**config.mk**
```make
export PLATFORM = sky130hd
export DESIGN_NAME = sreq_port
export DESIGN_NICKNAME = d
export VERILOG_FILES = /design/src/rtl/sreq_pkg.sv /design/src/rtl/sreq_sync.sv /design/src/rtl/sreq_txshift.sv /design/src/rtl/sreq_rxshift.sv /design/src/rtl/sreq_seq.sv /design/src/rtl/sreq_port.sv
export SDC_FILE = /design/constraint.sdc
export NUM_CORES = 1
export LEC_CHECK = 0
export BUFFER_PORTS_ARGS = -buffer_cell sky130_fd_sc_hd__buf_2
export CAP_MARGIN = 5
export CORE_UTILIZATION = 40
export CTS_CLUSTER_SIZE = 24
export DETAILED_ROUTE_END_ITERATION = 10
export SLEW_MARGIN = 20
export SYNTH_ARGS = -nofsm -noshare
export SYNTH_HDL_FRONTEND = slang
export SYNTH_SLANG_ARGS = --single-unit
```
**constraint.sdc**
```tcl
create_clock -name clk -period 2.3 [get_ports clk]
set_clock_uncertainty 0.15 [all_clocks]
set_input_delay 0.46 -clock clk [delete_from_list [all_inputs] [get_ports clk]]
set_output_delay 0.46 -clock clk [all_outputs]
set_load 0.05 [all_outputs]
```
**src/rtl/sreq_pkg.sv**
```systemverilog
package sreq_pkg;

  typedef enum logic [1:0] {
    ST_IDLE = 2'd0,
    ST_TX   = 2'd1,
    ST_WAIT = 2'd2,
    ST_RX   = 2'd3
  } sreq_state_e;

endpackage

```
**src/rtl/sreq_sync.sv**
```systemverilog
module sreq_sync #(
  parameter int unsigned       WIDTH   = 1,
  parameter int unsigned       STAGES  = 2,
  parameter logic [WIDTH-1:0]  RST_VAL = '0
) (
  input  logic             clk,
  input  logic             rst_n,
  input  logic [WIDTH-1:0] d_i,
  output logic [WIDTH-1:0] q_o
);

  logic [STAGES-1:0][WIDTH-1:0] pipe_q;

  generate
    if (STAGES < 2) begin : g_bad
      initial $error("sreq_sync needs at least two stages");
    end
  endgenerate

  always_ff @(posedge clk or negedge rst_n) begin
    if (!rst_n) begin
      pipe_q <= {STAGES{RST_VAL}};
    end else begin
      pipe_q <= {pipe_q[STAGES-2:0], d_i};
    end
  end

  assign q_o = pipe_q[STAGES-1];

endmodule

```
**src/rtl/sreq_txshift.sv**
```systemverilog
module sreq_txshift #(
  parameter int unsigned DATA_W = 8
) (
  input  logic              clk,
  input  logic              rst_n,
  input  logic              load_i,
  input  logic [DATA_W-1:0] byte_i,
  input  logic              active_i,
  input  logic              shift_i,
  output logic              dat_o
);

  logic [DATA_W-1:0] sh_q, sh_d;
  logic              dat_q, dat_d;
  logic              sh_en;

  assign sh_en = load_i | (active_i & shift_i);

  always_comb begin
    sh_d  = sh_q;
    dat_d = dat_q;
    if (load_i) begin
      sh_d  = byte_i;
      dat_d = 1'b1;
    end else if (active_i && shift_i) begin
      sh_d  = {sh_q[DATA_W-2:0], 1'b0};
      dat_d = sh_q[DATA_W-1];
    end else if (!active_i) begin
      dat_d = 1'b1;
    end
  end

  always_ff @(posedge clk or negedge rst_n) begin
    if (!rst_n) begin
      sh_q <= '0;
    end else if (sh_en) begin
      sh_q <= sh_d;
    end
  end

  always_ff @(posedge clk or negedge rst_n) begin
    if (!rst_n) begin
      dat_q <= 1'b1;
    end else begin
      dat_q <= dat_d;
    end
  end

  assign dat_o = dat_q;

  // a driven bit does not move between falling edges
  p_tx_hold_r3: assert property (@(posedge clk) disable iff (!rst_n)
    (active_i && !shift_i && !load_i) |=> $stable(dat_o));

  // line rests high outside the transmit phase
  p_idle_high_r4: assert property (@(posedge clk) disable iff (!rst_n)
    (!active_i && $past(!active_i)) |-> dat_o);

endmodule

```
**src/rtl/sreq_rxshift.sv**
```systemverilog
module sreq_rxshift #(
  parameter int unsigned DATA_W = 8
) (
  input  logic              clk,
  input  logic              rst_n,
  input  logic              capture_i,
  input  logic              last_i,
  input  logic              bit_i,
  output logic [DATA_W-1:0] byte_o
);

  logic [DATA_W-1:0] sh_q;
  logic [DATA_W-1:0] out_q;
  logic [DATA_W-1:0] assembled;

  assign assembled = {sh_q[DATA_W-2:0], bit_i};

  always_ff @(posedge clk or negedge rst_n) begin
    if (!rst_n) begin
      sh_q <= '0;
    end else if (capture_i) begin
      sh_q <= assembled;
    end
  end

  always_ff @(posedge clk or negedge rst_n) begin
    if (!rst_n) begin
      out_q <= '0;
    end else if (capture_i && last_i) begin
      out_q <= assembled;
    end
  end

  assign byte_o = out_q;

  // the presented byte changes only on completion of a reply
  p_rx_hold_r6: assert property (@(posedge clk) disable iff (!rst_n)
    !(capture_i && last_i) |=> $stable(byte_o));

endmodule

```
**src/rtl/sreq_seq.sv**
```systemverilog
module sreq_seq
  import sreq_pkg::*;
#(
  parameter int unsigned DATA_W      = 8,
  parameter int unsigned PERIOD_CYC  = 50000,
  parameter int unsigned TIMEOUT_CYC = 6000
) (
  input  logic        clk,
  input  logic        rst_n,
  input  logic        rise_i,
  output sreq_state_e state_o,
  output logic        launch_o,
  output logic        capture_o,
  output logic        last_o,
  output logic        valid_o,
  output logic        err_o,
  output logic        busy_o
);

  localparam int unsigned CNT_W   = $clog2(DATA_W);
  localparam int unsigned TMR_MAX = (PERIOD_CYC > TIMEOUT_CYC) ? PERIOD_CYC : TIMEOUT_CYC;
  localparam int unsigned TMR_W   = $clog2(TMR_MAX + 1);
  localparam logic [CNT_W-1:0] CNT_LAST = CNT_W'(DATA_W - 1);
  localparam logic [TMR_W-1:0] PER_LAST = TMR_W'(PERIOD_CYC - 1);
  localparam logic [TMR_W-1:0] TO_LAST  = TMR_W'(TIMEOUT_CYC - 1);

  sreq_state_e      state_q, state_d;
  logic [CNT_W-1:0] cnt_q, cnt_d;
  logic [TMR_W-1:0] tmr_q, tmr_d;
  logic             valid_q, valid_d;
  logic             err_q, err_d;
  logic             in_reply;

  assign in_reply = (state_q == ST_WAIT) || (state_q == ST_RX);

  always_comb begin
    state_d  = state_q;
    cnt_d    = cnt_q;
    launch_o = 1'b0;
    valid_d  = 1'b0;
    err_d    = 1'b0;
    last_o   = 1'b0;
    unique case (state_q)
      ST_IDLE: begin
        cnt_d = '0;
        if (tmr_q == PER_LAST) begin
          launch_o = 1'b1;
          state_d  = ST_TX;
        end
      end
      ST_TX: begin
        if (rise_i) begin
          if (cnt_q == CNT_LAST) begin
            cnt_d   = '0;
            state_d = ST_WAIT;
          end else begin
            cnt_d = cnt_q + 1'b1;
          end
        end
      end
      ST_WAIT: begin
        if (rise_i) begin
          cnt_d   = CNT_W'(1);
          state_d = ST_RX;
        end else if (tmr_q == TO_LAST) begin
          err_d   = 1'b1;
          state_d = ST_IDLE;
        end
      end
      ST_RX: begin
        if (rise_i) begin
          if (cnt_q == CNT_LAST) begin
            last_o  = 1'b1;
            valid_d = 1'b1;
            cnt_d   = '0;
            state_d = ST_IDLE;
          end else begin
            cnt_d = cnt_q + 1'b1;
          end
        end else if (tmr_q == TO_LAST) begin
          err_d   = 1'b1;
          state_d = ST_IDLE;
        end
      end
      default: state_d = ST_IDLE;
    endcase
  end

  always_comb begin
    if ((state_d != state_q) || (in_reply && rise_i)) begin
      tmr_d = '0;
    end else if (state_q == ST_TX) begin
      tmr_d = tmr_q;
    end else begin
      tmr_d = tmr_q + 1'b1;
    end
  end

  always_ff @(posedge clk or negedge rst_n) begin
    if (!rst_n) begin
      state_q <= ST_IDLE;
      cnt_q   <= '0;
      tmr_q   <= '0;
      valid_q <= 1'b0;
      err_q   <= 1'b0;
    end else begin
      state_q <= state_d;
      cnt_q   <= cnt_d;
      tmr_q   <= tmr_d;
      valid_q <= valid_d;
      err_q   <= err_d;
    end
  end

  assign state_o   = state_q;
  assign capture_o = in_reply & rise_i;
  assign valid_o   = valid_q;
  assign err_o     = err_q;
  assign busy_o    = (state_q != ST_IDLE);

  // completion strobe is a single cycle
  p_valid_pulse_r6: assert property (@(posedge clk) disable iff (!rst_n)
    valid_o |=> !valid_o);

  // busy is already low when completion is reported
  p_valid_idle_r9: assert property (@(posedge clk) disable iff (!rst_n)
    valid_o |-> !busy_o);

  // timeout reports once and leaves the block idle
  p_err_pulse_r8: assert property (@(posedge clk) disable iff (!rst_n)
    err_o |-> (!busy_o && !valid_o) ##1 !err_o);

  // an exchange only starts from the idle phase
  p_launch_idle_r2: assert property (@(posedge clk) disable iff (!rst_n)
    $rose(busy_o) |-> $past(state_q == ST_IDLE));

endmodule

```
**src/rtl/sreq_port.sv**
```systemverilog
module sreq_port
  import sreq_pkg::*;
#(
  parameter int unsigned DATA_W      = 8,
  parameter int unsigned PERIOD_CYC  = 50000,
  parameter int unsigned TIMEOUT_CYC = 6000,
  parameter int unsigned SYNC_STAGES = 2
) (
  input  logic              clk,
  input  logic              rst_n,
  input  logic              ser_clk_i,
  input  logic              ser_dat_i,
  output logic              ser_dat_o,
  input  logic [DATA_W-1:0] tx_byte_i,
  output logic [DATA_W-1:0] rx_byte_o,
  output logic              rx_valid_o,
  output logic              busy_o,
  output logic              err_o
);

  logic        rst_q;
  logic        rst_int_n;
  logic [1:0]  pins_s;
  logic        sclk_s, sdat_s, sclk_prev_q;
  logic        rise, fall;
  sreq_state_e state;
  logic        launch, capture, last;

  sreq_sync #(.WIDTH(1), .STAGES(2), .RST_VAL(1'b0)) u_rst_sync (
    .clk   (clk),
    .rst_n (rst_n),
    .d_i   (1'b1),
    .q_o   (rst_q)
  );
  assign rst_int_n = rst_q;

  sreq_sync #(.WIDTH(2), .STAGES(SYNC_STAGES), .RST_VAL(2'b11)) u_pin_sync (
    .clk   (clk),
    .rst_n (rst_int_n),
    .d_i   ({ser_clk_i, ser_dat_i}),
    .q_o   (pins_s)
  );
  assign sclk_s = pins_s[1];
  assign sdat_s = pins_s[0];

  always_ff @(posedge clk or negedge rst_int_n) begin
    if (!rst_int_n) begin
      sclk_prev_q <= 1'b1;
    end else begin
      sclk_prev_q <= sclk_s;
    end
  end

  assign rise = sclk_s & ~sclk_prev_q;
  assign fall = ~sclk_s & sclk_prev_q;

  sreq_seq #(
    .DATA_W      (DATA_W),
    .PERIOD_CYC  (PERIOD_CYC),
    .TIMEOUT_CYC (TIMEOUT_CYC)
  ) u_seq (
    .clk       (clk),
    .rst_n     (rst_int_n),
    .rise_i    (rise),
    .state_o   (state),
    .launch_o  (launch),
    .capture_o (capture),
    .last_o    (last),
    .valid_o   (rx_valid_o),
    .err_o     (err_o),
    .busy_o    (busy_o)
  );

  sreq_txshift #(.DATA_W(DATA_W)) u_tx (
    .clk      (clk),
    .rst_n    (rst_int_n),
    .load_i   (launch),
    .byte_i   (tx_byte_i),
    .active_i (state == ST_TX),
    .shift_i  (fall),
    .dat_o    (ser_dat_o)
  );

  sreq_rxshift #(.DATA_W(DATA_W)) u_rx (
    .clk       (clk),
    .rst_n     (rst_int_n),
    .capture_i (capture),
    .last_i    (last),
    .bit_i     (sdat_s),
    .byte_o    (rx_byte_o)
  );

endmodule

```
==> results of run 1 <==
## kinds of logic (layout without fill, tap and decap cells)
| logic type | count (synthesis) | count (layout) | share of synthesized area, % |
|---|---|---|---|
| buffers and inverters | 9 | 48 | 1.89 |
| muxes | 18 | 18 | 8.21 |
| and+or+nand+nor | 82 | 82 | 20.2 |
| AOI/OAI and AO/OA | 28 | 28 | 9.08 |
| xor gates and xnor gates | 10 | 10 | 3.57 |
| adders and majority gates | 3 | 3 | 1.53 |
| other | 1 | 1 | 0.153 |
| DFF | 54 | 54 | 55.4 |
## metrics by stage
stage	total power [mW]	hold slack [ps]	setup WS (ps)	area, µm²	cells
floorplan	0.996	14.4	176	2450	205
global placement	1.02	95.6	204	2740	310
detailed placement	1.02	96.3	119	2740	310
CTS	1.67	84.6	94.7	2870	319
global route	1.71	77.9	1.47	2870	319
finish	1.65	93.0	149	2870	319
## power by group through the flow
stage	sequential, mW	clock (mW)	combinational (mW)
5_1_grt	0.974	0.705	0.0337
2_1_floorplan	0.992	0	0.00400
4_1_cts	0.972	0.667	0.0307
3_5_place_dp	0.990	0	0.0293
3_3_place_gp	0.990	0	0.0287
6_report	0.971	0.650	0.0297
## what timing repair did
item / 4_1_cts / 5_1_grt
endpoints found under the hold margin: 2 / 0
hold buffers: 1 / 0
endpoints found under the setup margin: 0 / 0
## layout by cell type (no fill, tap or decap), types with 2 or more instances in the layout
| master | instances |
|---|---|
| dfstp_2 | 6 |
| buf_4 | 12 |
| nand2b_1 | 4 |
| a211oi_1 | 5 |
| a221o_1 | 6 |
| inv_1 | 3 |
| clkbuf_8 | 5 |
| a211oi_2 | 2 |
| nor4_1 | 3 |
| buf_2 | 23 |
| nand4b_1 | 2 |
| nand3_1 | 4 |
| or3_4 | 2 |
| or4_1 | 5 |
| or3_1 | 3 |
| nor2_1 | 5 |
| nand2_1 | 14 |
| dfrtp_1 | 47 |
| ha_1 | 3 |
| o21ai_0 | 4 |
| a21oi_1 | 4 |
| mux2_2 | 17 |
| a32o_1 | 2 |
| and3_1 | 2 |
| xnor2_1 | 5 |
| xor2_1 | 5 |
| o31ai_1 | 4 |
| nor2b_1 | 2 |
| and2_1 | 6 |
| nand4_1 | 6 |
| nor3_1 | 13 |
## metal layers
| layer | part of all wire, % | global-route usage, % |
|---|---|---|
| met4 | 1.3 | 4.82 |
| met3 | 2.5 | 3.41 |
| met1 | 47 | 21.0 |
| met5 | 0 | 0 |
| met2 | 49 | 26.9 |
## flip-flops by register name, summed over array words and instances, names as in the netlist, 2 cells and up
name               flops
u_seq.tmr_q           16
u_pin_sync.pipe_q      2
u_rx.byte_o            8
u_seq.cnt_q            3
u_rx.sh_q              7
u_pin_sync.q_o         2
u_tx.sh_q              8
u_seq.state_o          2
## cells in the mapped netlist (all sizes together) (6+ instances only)
library cell / n / area (µm²)
mux2: 17 / 191
nor2: 7 / 33.8
nor3: 13 / 65.1
dfstp: 6 / 158
or4: 6 / 48.8
nand2: 14 / 52.6
nand4: 7 / 50.1
dfrtp: 48 / 1200
a211oi: 7 / 62.6
and2: 6 / 37.5
a221o: 6 / 60.1
## worst max-delay path, stage by stage (launching register included)
cell     delay [ps]
dfrtp_1         400
ha_1            190
nand3_1         200
nor4_1          400
buf_4           180
a21oi_1         170
a221o_1         350
## worst paths after layout
path	startpoint	end
setup / recovery	u_seq.tmr_q[1]	u_tx.sh_q[5]
hold reg to reg	u_rst_sync.q_o	u_rx.byte_o[1]
hold / removal	ser_dat_i	u_pin_sync.pipe_q[0]
min in group asynchronous	u_rst_sync.q_o	u_rx.byte_o[1]
max in group asynchronous	u_rst_sync.q_o	u_pin_sync.pipe_q[1]
setup reg to reg	u_seq.tmr_q[1]	u_tx.sh_q[5]
## area by class of cell
type	instances	area share [%]
Clock buffer	5	2.40
Multi-Input combinational cell	142	36.6
Inverter	3	0.393
Tap cell	75	3.27
Sequential cell	54	47.4
Clock inverter	3	1.66
Timing Repair Buffer	37	8.20
==> qor.yml, run 1 <==
crit_required_ps: 2340
outcome: "completed"
avgSynthCellArea_um2: 12.0
cp-end-kind: "flop"
root_buffer: "clkbuf_8"
finalCriticalPeriod_ps: 2150
post_cts_resized: 0
finish.utilization_pct: 48.4
intPower_mw: 1.30
cts.clk_slew.worst_paths_ps: 100
dr.pass1.iters: 4
num_vias: 1721
cts_buffers: 5
synthCells: 205
fillers: 568
row_count: 28
hold_class: "primary input to flop"
slew_viol_final: 0
rsz0062_at_grt: "false"
cts_tree: "built"
drc: 0
ys.warnings.count: 0
die_width_um: 80.3
drt_wl_total_mm: 4.72
period_share_pct: 93.5
grt_pass1_wl_mm: 7.86
start_kind: "flop"
ys.flop_type: "dfrtp_1"
ioPinCount: 24
port-buffer-count: 23
clockBufferDepth: 2
seq_area_um2: 1360
p_comb_share_pct: 1.8
tns_ps: 0
grt_usage_pct: 16.2
ant_nets: 0
core-area_um2: 5920
synthToLayoutAreaGrowth_pct: 16.9
start_util_pct: 41.4
cp_data_arrival_time_ps: 2200
final_nets: 258
r2r_cells: 6
worst_pin_slew_ps: 710
antenna_found_initial: 0
drtIter0Drc: 91
grt_max_degree: 28
seqPwrFrac_pct: 58.8
avgViaCountPerCell: 5.39
grt_pass1_vias: 1687
synth_edf_count: 0
fp.dieH_um: 80.3
critPathKind: "flop to flop"
power_density_nw_per_um2: 576
max-cap-violations: 0
synth_cell_types: 45
routedWlPerCell_um: 14.8
grt_overflow: 0
finalHoldViolCount: 0
yosys_register_bits: 54
ir_drop_v: 0.000242
globalplace.congestion: 0.834
r2r_setup_slack_ps: 150
drive_gt1_share_pct: 32.0
synth_nets: 220
cp_max_fo: 7
switching_share_pct: 21.1
finalSetupViolCount: 0
p_switching_mw: 0.348
numClockSinks: 54
antennaDiodeCount: 0
fmax_mhz: 465
relSlewSlack_pct: 52.6
htree_levels: 2
clockPowerShare_pct: 39.4
syn_area_um2: 2450
post-cts-setup-buffers: 0
multiInputGateArea_um2: 1050
dieArea_um2: 6450
clock_latency_ps: 310
holdPathStages: 1
seq_area_frac_synth_pct: 55.4
p_leak_nw: 1.34
async_flop_share_pct: 100
dp_hpwl_mm: 3.33
(Power assumes the default switching activity.)
==> run 2, diff against run 1 <==
--- a/config.mk
+++ b/config.mk
@@ -13,4 +13,5 @@
 export SLEW_MARGIN = 20
 export SYNTH_ARGS = -nofsm -noshare
 export SYNTH_HDL_FRONTEND = slang
+export SYNTH_HIERARCHICAL = 1
 export SYNTH_SLANG_ARGS = --single-unit
==> qor.yml, run 2 <==
row_count: 29  # +3.6%
drc: 0  # unchanged
finalCriticalPeriod_ps: 2080  # -66.7 ps
path_cells: "buf_4 > or2_2 > buf_2"
fmax_mhz: 480  # +3.2%
outcome: "completed"
synth_common_cells: "48 x dfrtp_1, 16 x nand2_1, 11 x nor2_1"
yosys.area.top_type: "dfrtp_1"
post-cts-setup-buffers: 0  # unchanged
antenna_found_initial: 0  # unchanged
drive_gt1_share_pct: 29.7  # -2.3 points
clockBufferDepth: 2  # unchanged
power_density_nw_per_um2: 558  # -3.1%
largest_reg_flops: 16  # unchanged
top_register: "u_seq/tmr_q"
ctsHoldBuffers: 1  # unchanged
cp-end-kind: "output pin"
muxShareOfSynthArea_pct: 8.90  # +0.69 points
crit_required_ps: 1690  # -650 ps
synth_top_family_by_area: "simple AND/OR/NAND/NOR gates"
max-cap-violations: 0  # unchanged
start_kind: "flop"
avgSynthCellArea_um2: 11.8  # -1.2%
synthCells: 220  # +7.3%
post_cts_resized: 0  # unchanged
rsz0062_at_grt: "false"
post-place-ws_ps: 320  # +201 ps
relSlewSlack_pct: 66.6  # +14 points
start_util_pct: 41.2  # -0.24 points
fillers: 607  # +6.9%
root_buffer: "clkbuf_8"
reg2reg_from: "u_seq/state_o[0]"
cts_tree: "built"
dieArea_um2: 6830  # +5.9%
hold_class: "flop to async pin"
syn_area_um2: 2600  # +6.0%
cts.clk_slew.worst_paths_ps: 90  # about the same
fin_ws_ps: 216  # +66.7 ps
synth_compound_area_share_pct: 8.90  # -0.18 points
power_mw: 1.63  # -1.5%
die_width_um: 82.6  # +2.9%
finalHoldViolCount: 0  # unchanged
slowest_delay_ps: 450  # +50 ps
synth-simple-area-share_pct: 20.3  # +0.10 points
drtIter0Drc: 105  # +15%
worst_pin_slew_ps: 501  # -209 ps
antennaDiodeCount: 0  # unchanged
tns_ps: 0  # unchanged
drt_wl_total_mm: 4.52  # -4.2%
slew_viol_final: 0  # unchanged
layout_common_cells: "47 x dfrtp_1, 23 x buf_2, 16 x nand2_1, 11 x nor2_1, 9 x mux2_2"
dp_hpwl_mm: 3.16  # -5.0%
yosys.area_share.xor_xnor_pct: 3.03  # -0.54 points
fp.dieH_um: 82.6  # +2.9%
ys.flop_type: "dfrtp_1"
grt_usage_pct: 14.2  # -2.0 points
ys.warnings.count: 6  # +6
dr.pass1.iters: 4  # unchanged
synthToLayoutAreaGrowth_pct: 12.1
ant_nets: 0  # unchanged
critPathKind: "flop to output pin"
grt_pass1_wl_mm: 7.25  # -7.8%
ir_drop_v: 0.000344  # +42%
yosys_register_bits: 54  # unchanged
synth_most_common_cell: "dfrtp_1"
r2r_setup_slack_ps: 320  # +170 ps
grt_pass1_vias: 1523  # -9.7%
synthAdderAreaFrac_pct: 1.44  # -0.087 points
avgViaCountPerCell: 5.27  # -2.4%
cp_max_fo: 10  # +3
cp_data_arrival_time_ps: 1470  # -730 ps
ys_top_cells_by_area: "dfrtp_1 46%, dfstp_2 6.1%, mux2_4 4.6%, mux2_2 3.9%, buf_6 2.6%"
globalplace.congestion: 0.739  # -11%
cp_slowest_cell: "dfrtp_1"
p_leak_nw: 1.29  # -3.3%
ioPinCount: 24  # unchanged
period_share_pct: 90.6  # -2.9 points
async_flop_share_pct: 100  # unchanged
routedWlPerCell_um: 14.0  # -5.4%
numClockSinks: 54  # unchanged
port-buffer-count: 23  # unchanged
core-area_um2: 6310  # +6.6%
final_common_cell: "dfrtp_1"
synth_top_area_share_pct: 46.2  # -2.8 points
seq_area_frac_synth_pct: 52.2  # -3.1 points
synth_cell_types: 50  # +11%
grt_overflow: 0  # unchanged
final_nets: 260  # +0.78%
finalSetupViolCount: 0  # unchanged
synth_nets: 235  # +6.8%
cts_buffers: 5  # unchanged
clock_latency_ps: 300  # about the same
synth_edf_count: 0  # unchanged
worstReg2RegEnd: "u_seq/tmr_q[14]"
grt_max_degree: 32  # +14%
htree_levels: 2  # unchanged
num_vias: 1701  # -1.2%
r2r_cells: 4  # -2
run 2: changes by cell type after synthesis, sizes merged, moves of 4 or more:
cell	previous run	this run
a211oi	7	0
a221o	6	0
buf	4	11
nand2b	4	8
nand4b	2	7
nor2	7	11
nor3	13	1
o211ai	0	8
run 2: logic make-up after synthesis:
group                    Yosys count
multiplexers                      18
buffers and inverters             19
XOR/XNOR                           9
flip-flops                        54
other                              1
adder cells (fa/ha/maj)            3
AND/OR/NAND/NOR                   85
AO/OA/AOI/OAI                     31
run 2: per-stage QoR:
step           cells  hold slack, ps  utilization, %  area (µm²)
6_report         323            93.4            46.2        2920
5_1_grt          323            72.1            46.2        2920
4_1_cts          323            79.3            46.2        2920
3_5_place_dp     314            95.7            44.3        2800
3_3_place_gp     314            95.3            44.3        2800
2_1_floorplan    220            14.4               -        2600
run 2: worst max-delay path by stage:
stage / slack [ps] / start / end / cells past startpoint
finish: 220 / u_seq/state_o[1] / busy_o / 3
global route: 140 / u_seq/tmr_q[0] / u_tx/sh_q[7] / 7
CTS: 200 / u_seq/state_o[1] / busy_o / 3
detailed placement: 320 / u_seq/tmr_q[0] / u_tx/sh_q[6] / 7
global placement: 300 / u_seq/tmr_q[4] / u_tx/sh_q[7] / 7
floorplan: 170 / u_seq/tmr_q[0] / u_tx/sh_q[7] / 7
run 2: routing by layer:
layer	track usage [%]	share of wire [%]	vias to the layer above
li1	-	-	840
met1	19.9	51	838
met2	21.3	46	21
met3	3.63	3.1	2
met4	4.66	0.46	0
met5	0	0	-
run 2: final cells by class:
type | count | area [µm²] | share of cell area [%]
sequential | 54 | 1360 | 46.6
inverter | 4 | 15.0 | 0.515
multi-input combinational | 147 | 1120 | 38.3
clock buffer | 6 | 72.6 | 2.49
timing repair buffer | 33 | 218 | 7.46
tap | 77 | 96.3 | 3.30
clock inverter | 2 | 38.8 | 1.33
run 2: worst max-delay path: cells and delay by family (launching register included):
kind / cells / cell delay [ps]
flip-flops: 1 / 450
buffers and inverters: 2 / 410
AND/OR/NAND/NOR: 1 / 320
run 2: report_power, final:
| part | internal, mW | total, mW | switching (mW) |
|---|---|---|---|
| clock | 0.327 | 0.623 | 0.297 |
| combinational | 0.0150 | 0.0350 | 0.0200 |
| sequential | 0.959 | 0.968 | 0.00972 |
| total | 1.30 | 1.63 | 0.326 |
==> run 3, diff against run 2 <==
==> constraint.sdc (replaced) <==
create_clock -name clk -period 2.3 [get_ports clk]
set_clock_uncertainty 0.15 [all_clocks]
set_input_delay 0.345 -clock clk [delete_from_list [all_inputs] [get_ports clk]]
set_output_delay 0.345 -clock clk [all_outputs]
set_load 0.05 [all_outputs]
==> qor.yml, run 3 (synthesis gave the netlist of run 2 again) <==
start_util_pct: 41.2  # unchanged
port-buffer-count: 23  # unchanged
multiInputGateArea_um2: 1120  # unchanged
numClockSinks: 54  # unchanged
final_common_cell: "dfrtp_1"
dr.pass1.iters: 4  # unchanged
switching_share_pct: 22.5  # +2.4 points
p_leak_nw: 1.30  # +0.48%
cp-endpoint: "u_tx/sh_q[7]"
drive_gt1_share_pct: 30.1  # +0.45 points
grt_max_degree: 32  # unchanged
cp_data_arrival_time_ps: 2030  # +560 ps
clockPowerShare_pct: 36.3  # -2.0 points
globalplace.congestion: 0.790  # +7.0%
avgViaCountPerCell: 5.25  # -0.28%
htree_levels: 2  # unchanged
worstReg2RegEnd: "u_tx/sh_q[7]"
ctsHoldBuffers: 3  # +2
root_buffer: "clkbuf_8"
max-cap-violations: 0  # unchanged
drt_wl_total_mm: 4.63  # +2.3%
seqPwrFrac_pct: 61.3  # +1.8 points
seq_area_um2: 1360  # unchanged
grt_pass1_wl_mm: 7.58  # +4.7%
antenna_found_initial: 0  # unchanged
hold_class: "flop to async pin"
fmax_mhz: 503  # +4.9%
worst_pin_slew_ps: 504  # +3.07 ps
rsz0062_at_grt: "false"
layout_common_cells: "47 x dfrtp_1, 23 x buf_2, 16 x nand2_1, 11 x nor2_1, 9 x mux2_2"
finish.utilization_pct: 46.4  # +0.24 points
num_vias: 1712  # +0.65%
post-cts-setup-buffers: 0  # unchanged
drc: 0  # unchanged
period_share_pct: 86.4  # -4.2 points
intPower_mw: 1.22  # -5.9%
p_comb_share_pct: 2.4  # +0.2 points
cts_tree: "built"
critPathKind: "flop to flop"
routedWlPerCell_um: 14.2  # +1.4%
grt_pass1_vias: 1608  # +5.6%
tns_ps: 0  # unchanged
final_nets: 263  # +1.2%
ir_drop_v: 0.000287  # -16%
fillers: 610  # +0.49%
cp-end-kind: "flop"
ioPinCount: 24  # unchanged
top_register: "u_seq/tmr_q"
clock_latency_ps: 310  # about the same
reg2reg_from: "u_seq/tmr_q[0]"
post_dp_cell_area_um2: 2800  # +0.27%
finalHoldViolCount: 0  # unchanged
die_width_um: 82.6  # unchanged
fp.dieH_um: 82.6  # unchanged
core-area_um2: 6310  # unchanged
clockBufferDepth: 2  # unchanged
power_density_nw_per_um2: 539  # -3.4%
placed_cells: 315  # +0.32%
crit_start: "u_seq/tmr_q[0]"
synthToLayoutAreaGrowth_pct: 12.7
outcome: "completed"
largest_reg_flops: 16  # unchanged
slew_viol_final: 0  # unchanged
finalCriticalPeriod_ps: 1990  # -97.6 ps
drtIter0Drc: 157  # +50%
fin_cells: 326  # +0.93%
cp_max_fo: 25  # +15
ant_nets: 0  # unchanged
antennaDiodeCount: 0  # unchanged
start_kind: "flop"
post_cts_resized: 0  # unchanged
finalSetupViolCount: 0  # unchanged
crit_required_ps: 2350  # +660 ps
relSlewSlack_pct: 66.4  # -0.20 points
row_count: 29  # unchanged
p_switching_mw: 0.355  # +8.7%
dp_hpwl_mm: 3.16  # about the same
cts_buffers: 5  # unchanged
r2r_setup_slack_ps: 310  # about the same
stdcell_area_um2: 2930  # +0.51%
dieArea_um2: 6830  # unchanged
grt_usage_pct: 14.9  # +0.68 points
r2r_cells: 7  # +3
cts.clk_slew.worst_paths_ps: 100  # about the same
grt_overflow: 0  # unchanged
run 3: final cells by class:
cell class                 count  area share (%)
clock buffer                   6            2.82
sequential                    54            46.4
tap                           77            3.29
multi-input combinational    147            38.1
timing repair buffer          36            8.37
clock inverter                 2           0.555
inverter                       4           0.512
run 3: critical path: stages, from the launching register on:
cell,delay [ps]
dfrtp_1,410
ha_1,190
nor3b_1,310
nand2_1,150
nor3_2,260
buf_12,180
nand4b_1,130
o311ai_2,100
run 3: metal layers:
metal  track usage (%)  routed length [µm]
met4              5.00                  53
met2              22.6                2120
met1              20.5                2330
met5                 0                   0
met3              3.96                 122
run 3: worst min-delay path by stage:
stage	startpoint	end	cells past startpoint
global placement	rst_n	u_rst_sync/pipe_q[0]	1
global route	tx_byte_i[0]	u_tx/sh_q[0]	3
detailed placement	rst_n	u_rst_sync/pipe_q[0]	1
floorplan	rst_n	u_rst_sync/pipe_q[0]	0
finish	u_rst_sync/q_o	u_rx/sh_q[5]	0
CTS	tx_byte_i[0]	u_tx/sh_q[0]	3
run 3: power groups by stage:
stage | Combinational [mW] | Sequential [mW] | Clock [mW]
after floorplan | 0.0126 | 0.991 | 0
after global placement | 0.0354 | 0.987 | 0
after detailed placement | 0.0351 | 0.987 | 0
after CTS | 0.0392 | 0.969 | 0.594
after global routing | 0.0431 | 0.971 | 0.630
final | 0.0380 | 0.968 | 0.573
run 3: metrics by stage:
step                setup WS (ps)  hold WS [ps]  total power, mW
global placement              341         -18.7             1.02
global route                  136          89.2             1.64
CTS                           295          91.7             1.60
finish                        314          92.2             1.58
detailed placement            308         -19.5             1.02
floorplan                     174          -101             1.00
